[src/rtl/mpx_pkg.sv]
package mpx_pkg;
   localparam int MP_SIDE = 4;
   localparam int MP_PIX  = MP_SIDE * MP_SIDE;
   localparam int LIDX_W  = $clog2(MP_PIX);

   function automatic int safe_w(input int n);
      return (n > 1) ? $clog2(n) : 1;
   endfunction
endpackage

[src/rtl/mpx_eoc_fifo.sv]
module mpx_eoc_fifo #(
   parameter int DEPTH = 4,
   parameter int ROW_W = 2,
   parameter int TS_W  = 5
) (
   input  logic             clk,
   input  logic             rst_n,
   input  logic             push,
   input  logic [ROW_W-1:0] push_row,
   input  logic [TS_W-1:0]  push_ts,
   input  logic             pop,
   output logic             empty,
   output logic [ROW_W-1:0] head_row,
   output logic [TS_W-1:0]  head_ts,
   output logic             ovf
);
   localparam int EW = ROW_W + TS_W;

   logic full;

   generate
      if (DEPTH == 1) begin : g_single
         logic          vld;
         logic [EW-1:0] ent;
         assign full  = vld;
         assign empty = !vld;
         assign {head_row, head_ts} = ent;
         always_ff @(posedge clk) begin
            if (!rst_n) begin
               vld <= 1'b0;
               ent <= '0;
            end else begin
               if (pop) vld <= 1'b0;
               if (push && !full) begin
                  vld <= 1'b1;
                  ent <= {push_row, push_ts};
               end
            end
         end
      end else begin : g_ring
         localparam int PW = $clog2(DEPTH);
         localparam int CW = $clog2(DEPTH + 1);
         logic [EW-1:0] mem [DEPTH];
         logic [PW-1:0] wp, rp;
         logic [CW-1:0] cnt;
         logic          acc, take;
         assign full  = (cnt == CW'(DEPTH));
         assign empty = (cnt == '0);
         assign acc   = push && !full;
         assign take  = pop && !empty;
         assign {head_row, head_ts} = mem[rp];
         always_ff @(posedge clk) begin
            if (!rst_n) begin
               wp  <= '0;
               rp  <= '0;
               cnt <= '0;
            end else begin
               if (acc) wp <= (wp == PW'(DEPTH - 1)) ? '0 : wp + 1'b1;
               if (take) rp <= (rp == PW'(DEPTH - 1)) ? '0 : rp + 1'b1;
               if (acc && !take) cnt <= cnt + 1'b1;
               else if (take && !acc) cnt <= cnt - 1'b1;
            end
         end
         always_ff @(posedge clk) begin
            if (acc) mem[wp] <= {push_row, push_ts};
         end
      end
   endgenerate

   always_ff @(posedge clk) begin
      if (!rst_n) ovf <= 1'b0;
      else if (push && full) ovf <= 1'b1;
   end
endmodule

[src/rtl/mpx_token_arb.sv]
module mpx_token_arb #(
   parameter int N     = 4,
   parameter int IDX_W = 2
) (
   input  logic [N-1:0]     req,
   input  logic [IDX_W-1:0] ptr,
   output logic             any,
   output logic [IDX_W-1:0] gidx
);
   always_comb begin
      any  = 1'b0;
      gidx = '0;
      for (int k = 0; k < N; k++) begin
         int j;
         j = int'(ptr) + k;
         if (j >= N) j = j - N;
         if (!any && req[j]) begin
            any  = 1'b1;
            gidx = IDX_W'(j);
         end
      end
   end
endmodule

[src/rtl/mpx_sparsifier.sv]
module mpx_sparsifier
   import mpx_pkg::*;
#(
   parameter int MCOL_W = 2,
   parameter int MROW_W = 2,
   parameter int TS_W   = 5,
   localparam int WORD_W = MCOL_W + MROW_W + 2 * 2 + TS_W
) (
   input  logic              clk,
   input  logic              rst_n,
   input  logic              load,
   input  logic [MP_PIX-1:0] load_bits,
   input  logic [MCOL_W-1:0] load_col,
   input  logic [MROW_W-1:0] load_row,
   input  logic [TS_W-1:0]   load_ts,
   input  logic              out_ready,
   output logic              out_valid,
   output logic [WORD_W-1:0] out_data,
   output logic              busy
);
   logic [MP_PIX-1:0] mask;
   logic [MCOL_W-1:0] col_q;
   logic [MROW_W-1:0] row_q;
   logic [TS_W-1:0]   ts_q;
   logic [LIDX_W-1:0] lb;

   always_comb begin
      lb = '0;
      for (int k = MP_PIX - 1; k >= 0; k--) begin
         if (mask[k]) lb = LIDX_W'(k);
      end
   end

   assign busy      = |mask;
   assign out_valid = busy;
   assign out_data  = {col_q, lb[1:0], row_q, lb[3:2], ts_q};

   always_ff @(posedge clk) begin
      if (!rst_n) begin
         mask  <= '0;
         col_q <= '0;
         row_q <= '0;
         ts_q  <= '0;
      end else if (load) begin
         mask  <= load_bits;
         col_q <= load_col;
         row_q <= load_row;
         ts_q  <= load_ts;
      end else if (out_valid && out_ready) begin
         mask <= mask & (mask - 1'b1);
      end
   end
endmodule

[src/rtl/mpx_token_readout.sv]
module mpx_token_readout
   import mpx_pkg::*;
#(
   parameter int MP_COLS    = 4,
   parameter int MP_ROWS    = 4,
   parameter int TS_W       = 5,
   parameter int FIFO_DEPTH = 4,
   localparam int MCOL_W   = safe_w(MP_COLS),
   localparam int MROW_W   = safe_w(MP_ROWS),
   localparam int PIX_COLS = MP_COLS * MP_SIDE,
   localparam int NMP      = MP_COLS * MP_ROWS,
   localparam int NPIX     = NMP * MP_PIX,
   localparam int WORD_W   = MCOL_W + MROW_W + 4 + TS_W
) (
   input  logic               clk,
   input  logic               rst_n,
   input  logic [NMP-1:0]     mp_flag,
   input  logic [TS_W-1:0]    ts_now,
   input  logic [NPIX-1:0]    pix_map,
   output logic               out_valid,
   input  logic               out_ready,
   output logic [WORD_W-1:0]  out_data,
   output logic [MP_COLS-1:0] qovf,
   output logic               frame_done
);
   generate
      if (MP_COLS < 1 || MP_ROWS < 1) begin : g_bad_size
         $error("matrix must hold at least one macropixel");
      end
      if (FIFO_DEPTH < 1) begin : g_bad_depth
         $error("queue depth must be at least one");
      end
      if (TS_W < 1) begin : g_bad_ts
         $error("timestamp width must be at least one");
      end
   endgenerate

   logic [MP_COLS-1:0] col_ne, col_pop;
   logic [MROW_W-1:0]  head_row [MP_COLS];
   logic [TS_W-1:0]    head_ts  [MP_COLS];
   logic [MCOL_W-1:0]  tok_ptr, grant;
   logic               any_ne, busy, take, idle, idle_q;
   logic [MP_PIX-1:0]  eor_bits;

   // per-column flag priority and end-of-column queue
   generate
      for (genvar c = 0; c < MP_COLS; c++) begin : g_col
         logic              fpush, fempty;
         logic [MROW_W-1:0] frow;
         always_comb begin
            fpush = 1'b0;
            frow  = '0;
            for (int r = MP_ROWS - 1; r >= 0; r--) begin
               if (mp_flag[r * MP_COLS + c]) begin
                  fpush = 1'b1;
                  frow  = MROW_W'(r);
               end
            end
         end
         mpx_eoc_fifo #(
            .DEPTH (FIFO_DEPTH),
            .ROW_W (MROW_W),
            .TS_W  (TS_W)
         ) i_fifo (
            .clk      (clk),
            .rst_n    (rst_n),
            .push     (fpush),
            .push_row (frow),
            .push_ts  (ts_now),
            .pop      (col_pop[c]),
            .empty    (fempty),
            .head_row (head_row[c]),
            .head_ts  (head_ts[c]),
            .ovf      (qovf[c])
         );
         assign col_ne[c]  = !fempty;
         assign col_pop[c] = take && (grant == MCOL_W'(c));
      end
   endgenerate

   mpx_token_arb #(
      .N     (MP_COLS),
      .IDX_W (MCOL_W)
   ) i_arb (
      .req  (col_ne),
      .ptr  (tok_ptr),
      .any  (any_ne),
      .gidx (grant)
   );

   assign take = any_ne && !busy;

   always_ff @(posedge clk) begin
      if (!rst_n) tok_ptr <= '0;
      else if (take) tok_ptr <= (grant == MCOL_W'(MP_COLS - 1)) ? '0 : grant + 1'b1;
   end

   // end-of-row gather of the selected macropixel
   always_comb begin
      for (int lr = 0; lr < MP_SIDE; lr++) begin
         for (int lc = 0; lc < MP_SIDE; lc++) begin
            eor_bits[lr * MP_SIDE + lc] =
               pix_map[(int'(head_row[grant]) * MP_SIDE + lr) * PIX_COLS
                       + int'(grant) * MP_SIDE + lc];
         end
      end
   end

   mpx_sparsifier #(
      .MCOL_W (MCOL_W),
      .MROW_W (MROW_W),
      .TS_W   (TS_W)
   ) i_sparse (
      .clk       (clk),
      .rst_n     (rst_n),
      .load      (take),
      .load_bits (eor_bits),
      .load_col  (grant),
      .load_row  (head_row[grant]),
      .load_ts   (head_ts[grant]),
      .out_ready (out_ready),
      .out_valid (out_valid),
      .out_data  (out_data),
      .busy      (busy)
   );

   assign idle = !any_ne && !busy;

   always_ff @(posedge clk) begin
      if (!rst_n) idle_q <= 1'b1;
      else idle_q <= idle;
   end

   assign frame_done = idle && !idle_q;
endmodule

[config.mk]
export PLATFORM = sky130hd
export DESIGN_NAME = mpx_token_readout
export DESIGN_NICKNAME = d
export VERILOG_FILES = /design/src/rtl/mpx_pkg.sv /design/src/rtl/mpx_eoc_fifo.sv /design/src/rtl/mpx_token_arb.sv /design/src/rtl/mpx_sparsifier.sv /design/src/rtl/mpx_token_readout.sv
export SDC_FILE = /design/constraint.sdc
export NUM_CORES = 1
export LEC_CHECK = 0
export BUFFER_PORTS_ARGS = -buffer_cell sky130_fd_sc_hd__buf_2
export CAP_MARGIN = 20
export CORE_MARGIN = 4
export CORE_UTILIZATION = 30
export DETAILED_ROUTE_END_ITERATION = 7
export PLACE_DENSITY = 0.47
export SETUP_SLACK_MARGIN = 0.2
export SYNTH_ARGS = -nofsm -noshare
export SYNTH_HDL_FRONTEND = slang
export SYNTH_SLANG_ARGS = --single-unit
[constraint.sdc]
create_clock -name clk -period 5.1 [get_ports clk]
set_input_delay 1.53 -clock clk [delete_from_list [all_inputs] [get_ports clk]]
set_output_delay 1.53 -clock clk [all_outputs]
set_load 0.1 [all_outputs]
==> metrics.md <==
| Metric | Value |
|---|---|
| Status | `complete, no violations` |
| Global route total overflow | `0` |
| Slew Limit Fails | `0` |
| Ports | `299` |
| Global-route wire length before repair | `49,100 um` |
| Crit path DAT | `2500 ps` |
| Setup violators final | `0` |
| Setup_tns | `0 ps` |
| Routed len/inst | `18.7 um` |
| Fmax | `0.248 GHz` |
| Port-buffer cells | `298` |
| Clock buffer depth | `2` |
| Number of clock sinks | `180` |
| Die area | `36,700 um2` |
| Setup Skew | `14.4 ps` |
| Largest cells by area after synthesis | `edfxtp_1 (33%), dfxtp_1 (13%), nand2_1 (10%), nand3_1 (7.5%), mux4_2 (6.2%)` |
| Final Core Density | `0.372` |
| Cell taking the most area after synthesis | `edfxtp_1` |
| Synth cell types | `59` |
| CP Capture Type | `output pin` |
| Final Hold Viols | `0` |
| Max FO, Critical Path | `6` |
| Post-synth top area share | `0.332` |
| Slew @ Worst Pin | `870 ps` |
| Crit path top cell by count | `nand2_1` |
| YS warnings | `0` |
| Starting density of the core | `0.303` |
| Seq/Total Area, Yosys | `0.467` |
| TritonCTS buffer count | `17` |
| Post-Syn Instances | `1,067` |
| Initial DRC Count | `406` |
| Row count | `67` |
| Largest net degree at the start of global routing | `76` |
| Hold Slack | `465 ps` |
| DR vias | `8,856` |
| Synthesized cell area | `10,100 um2` |
| Async SR Flop Fraction | `0` |
| Mapped Avg Cell Area | `9.49 um2` |
| Slowest Stage Delay on Critical Path | `490 ps` |
| Post-cts resize count | `0` |
| Placement Cell Area | `11,900 um2` |
| Post-route ant nets | `0` |
| Post-CTS setup buffer count | `0` |
| Worst EP required | `3570 ps` |
| HP Class | `reg2reg` |
| CTS tree | `done` |
| Fin nets | `1,630` |
| Most common cell in the netlist | `nand2_1` |
| CTS Hold Buffers Added | `0` |
| Reg2reg path depth | `8` |
| Post-route DRC violation count | `0` |
| RePlAce Congestion | `0.794` |
| Core Area | `33,400 um2` |
| CP Depth | `6` |
| Worst path top cell family by delay | `simple AND/OR/NAND/NOR gates` |
| R2r setup slk | `1430 ps` |
| Clock H-tree levels | `4` |
| Initial antenna violation count | `1` |
| Root buffer cell | `clkbuf_16` |
| Clk_lat worst skew | `430 ps` |
| RSZ-0062 raised after global routing | `no` |
| Clock transition at the registers of the reported paths | `70 ps` |
| Share of layout cells above drive strength 1 | `0.295` |
| CP max-delay cell | `nor4_2` |
| Crit path launch | `i_sparse.mask[0]` |
| Startpoint types | `flop` |
| Syn nets | `1,376` |
| Post-synth EDFFs | `112` |
| Drt total wl | `33,300 um` |
| Main synth FF type | `edfxtp_1` |
| # fillers | `3,409` |
| Synth cell count leaders | `nand2_1 (274), nand3_1 (151), edfxtp_1 (112)` |
| Min Tclk post-route | `4030 ps` |
| Vias in the first global route | `8,674` |
| P per Cell Area | `796 nW/um2` |
| Yosys reg bits | `180` |
| Die X | `192 um` |
| CP Class | `reg2out` |
| Vias per inst | `4.97` |
| Crit path capture | `frame_done` |
| CP Cell Sequence | `nor4_2 > nand2_1 > nor3_2 > nand2_1 > nor2_1 > buf_2` |
| Area delta synth->final | `23.1%` |
| Final instance area | `12,500 um2` |
| Leakage power | `5.30 nW` |
| GRT Total Usage | `0.173` |
| HPWL after DPL | `25,000 um` |
| Max-cap viol count | `0` |
| Rel. slew slack | `0.416` |
| Tcrit/Tclk final | `0.790` |
| TritonRoute pass-1 iters | `5` |
| Diodes inserted | `0` |
| Reg2reg end | `i_sparse.mask[6]` |
| WP buf/inv | `1` |
| R2R Path Start | `g_col[3].i_fifo.g_ring.cnt[2]` |
| Die extent in y | `192 um` |
| Max rail drop VDD | `0.893 mV` |
logic make-up (layout without fill, tap and decap cells):
| kind of cell | Yosys count | after routing | synth area share |
|---|---|---|---|
| simple gates | 551 | 551 | 0.249 |
| flops | 180 | 180 | 0.467 |
| compound gates | 148 | 148 | 0.103 |
| buf+inv | 100 | 367 | 0.0488 |
| mux | 51 | 51 | 0.0863 |
| fa+ha+maj | 29 | 29 | 0.0388 |
| xor+xnor | 8 | 8 | 0.00692 |
state kept, by name, indices dropped and copies added, names as in the netlist, named ones only:
register                 flops
g_col.i_fifo.g_ring.cnt     12
g_col.i_fifo.g_ring.mem    112
g_col.i_fifo.g_ring.wp       8
i_sparse.col_q               2
i_sparse.row_q               2
g_col.i_fifo.g_ring.rp       8
tok_ptr                      2
idle_q                       1
i_sparse.mask               16
i_sparse.ts_q                5
g_col.i_fifo.ovf             4
where the power goes:
group	switching [mW]	internal (mW)	total, mW	leakage [nW]
combinational	4.43	2.00	6.43	3.41
clock	0.636	0.660	1.30	0.285
sequential	0.226	1.97	2.20	1.61
worst min path at each step:
| stage | to | slack, ps | start | cells after the start |
|---|---|---|---|---|
| floorplan | g_col[0].i_fifo.ovf | 440 | g_col[0].i_fifo.ovf | 1 |
| global placement | g_col[3].i_fifo.ovf | 450 | g_col[3].i_fifo.ovf | 1 |
| detailed placement | g_col[0].i_fifo.ovf | 450 | g_col[0].i_fifo.ovf | 1 |
| CTS | i_sparse.row_q[0] | 470 | i_sparse.row_q[0] | 2 |
| global route | g_col[2].i_fifo.ovf | 490 | g_col[2].i_fifo.ovf | 1 |
| finish | g_col[2].i_fifo.ovf | 460 | g_col[2].i_fifo.ovf | 1 |
metal layers:
| metal | global-route usage | wire length, um | up-vias |
|---|---|---|---|
| met5 | 0 | 13 | - |
| met4 | 0.0575 | 937 | 2 |
| met3 | 0.0324 | 1770 | 37 |
| met2 | 0.303 | 16500 | 257 |
| met1 | 0.216 | 14000 | 4234 |
| li1 | - | - | 4326 |
per-stage QoR:
step	total power, mW	instances	setup WS (ps)
finish	9.92	1782	1070
CTS	10.1	1782	1070
global placement	8.74	1750	1340
floorplan	7.12	1067	574
global route	10.8	1782	892
detailed placement	8.79	1750	1290
final cells by class:
cell class                 count  area, um2  share of cell area
timing repair buffer         310       1580               0.127
sequential                   180       4720               0.379
inverter                      25       95.1             0.00763
tap                          448        561              0.0450
multi-input combinational    787       4910               0.394
clock buffer                  18        429              0.0345
clock inverter                14        153              0.0123
placed cells by master (no fill, tap or decap), types with 4 or more instances in the layout:
| cell | Yosys | layout |
|---|---|---|
| buf_2 | 26 | 298 |
| nand2_1 | 274 | 274 |
| nand3_1 | 151 | 151 |
| edfxtp_1 | 112 | 112 |
| dfxtp_1 | 68 | 68 |
| a21oi_1 | 61 | 61 |
| nor2_1 | 33 | 33 |
| mux4_2 | 28 | 28 |
| ha_1 | 25 | 25 |
| inv_1 | 24 | 23 |
| and2_1 | 22 | 22 |
| mux2i_1 | 20 | 20 |
| nor2b_1 | 18 | 18 |
| clkbuf_16 | 0 | 17 |
| nor3_1 | 15 | 15 |
| a21boi_0 | 15 | 15 |
| or3_1 | 14 | 14 |
| buf_4 | 9 | 12 |
| a311o_1 | 9 | 9 |
| o21ai_0 | 8 | 8 |
| a221o_1 | 8 | 8 |
| nor4_1 | 6 | 6 |
| a31oi_1 | 6 | 6 |
| inv_6 | 0 | 6 |
| o21bai_1 | 4 | 4 |
| o21a_1 | 4 | 4 |
| xor2_1 | 4 | 4 |
| xnor2_1 | 4 | 4 |
| o211ai_1 | 4 | 4 |
| fa_1 | 4 | 4 |
Note: power is estimated with default switching activity, not from simulation.
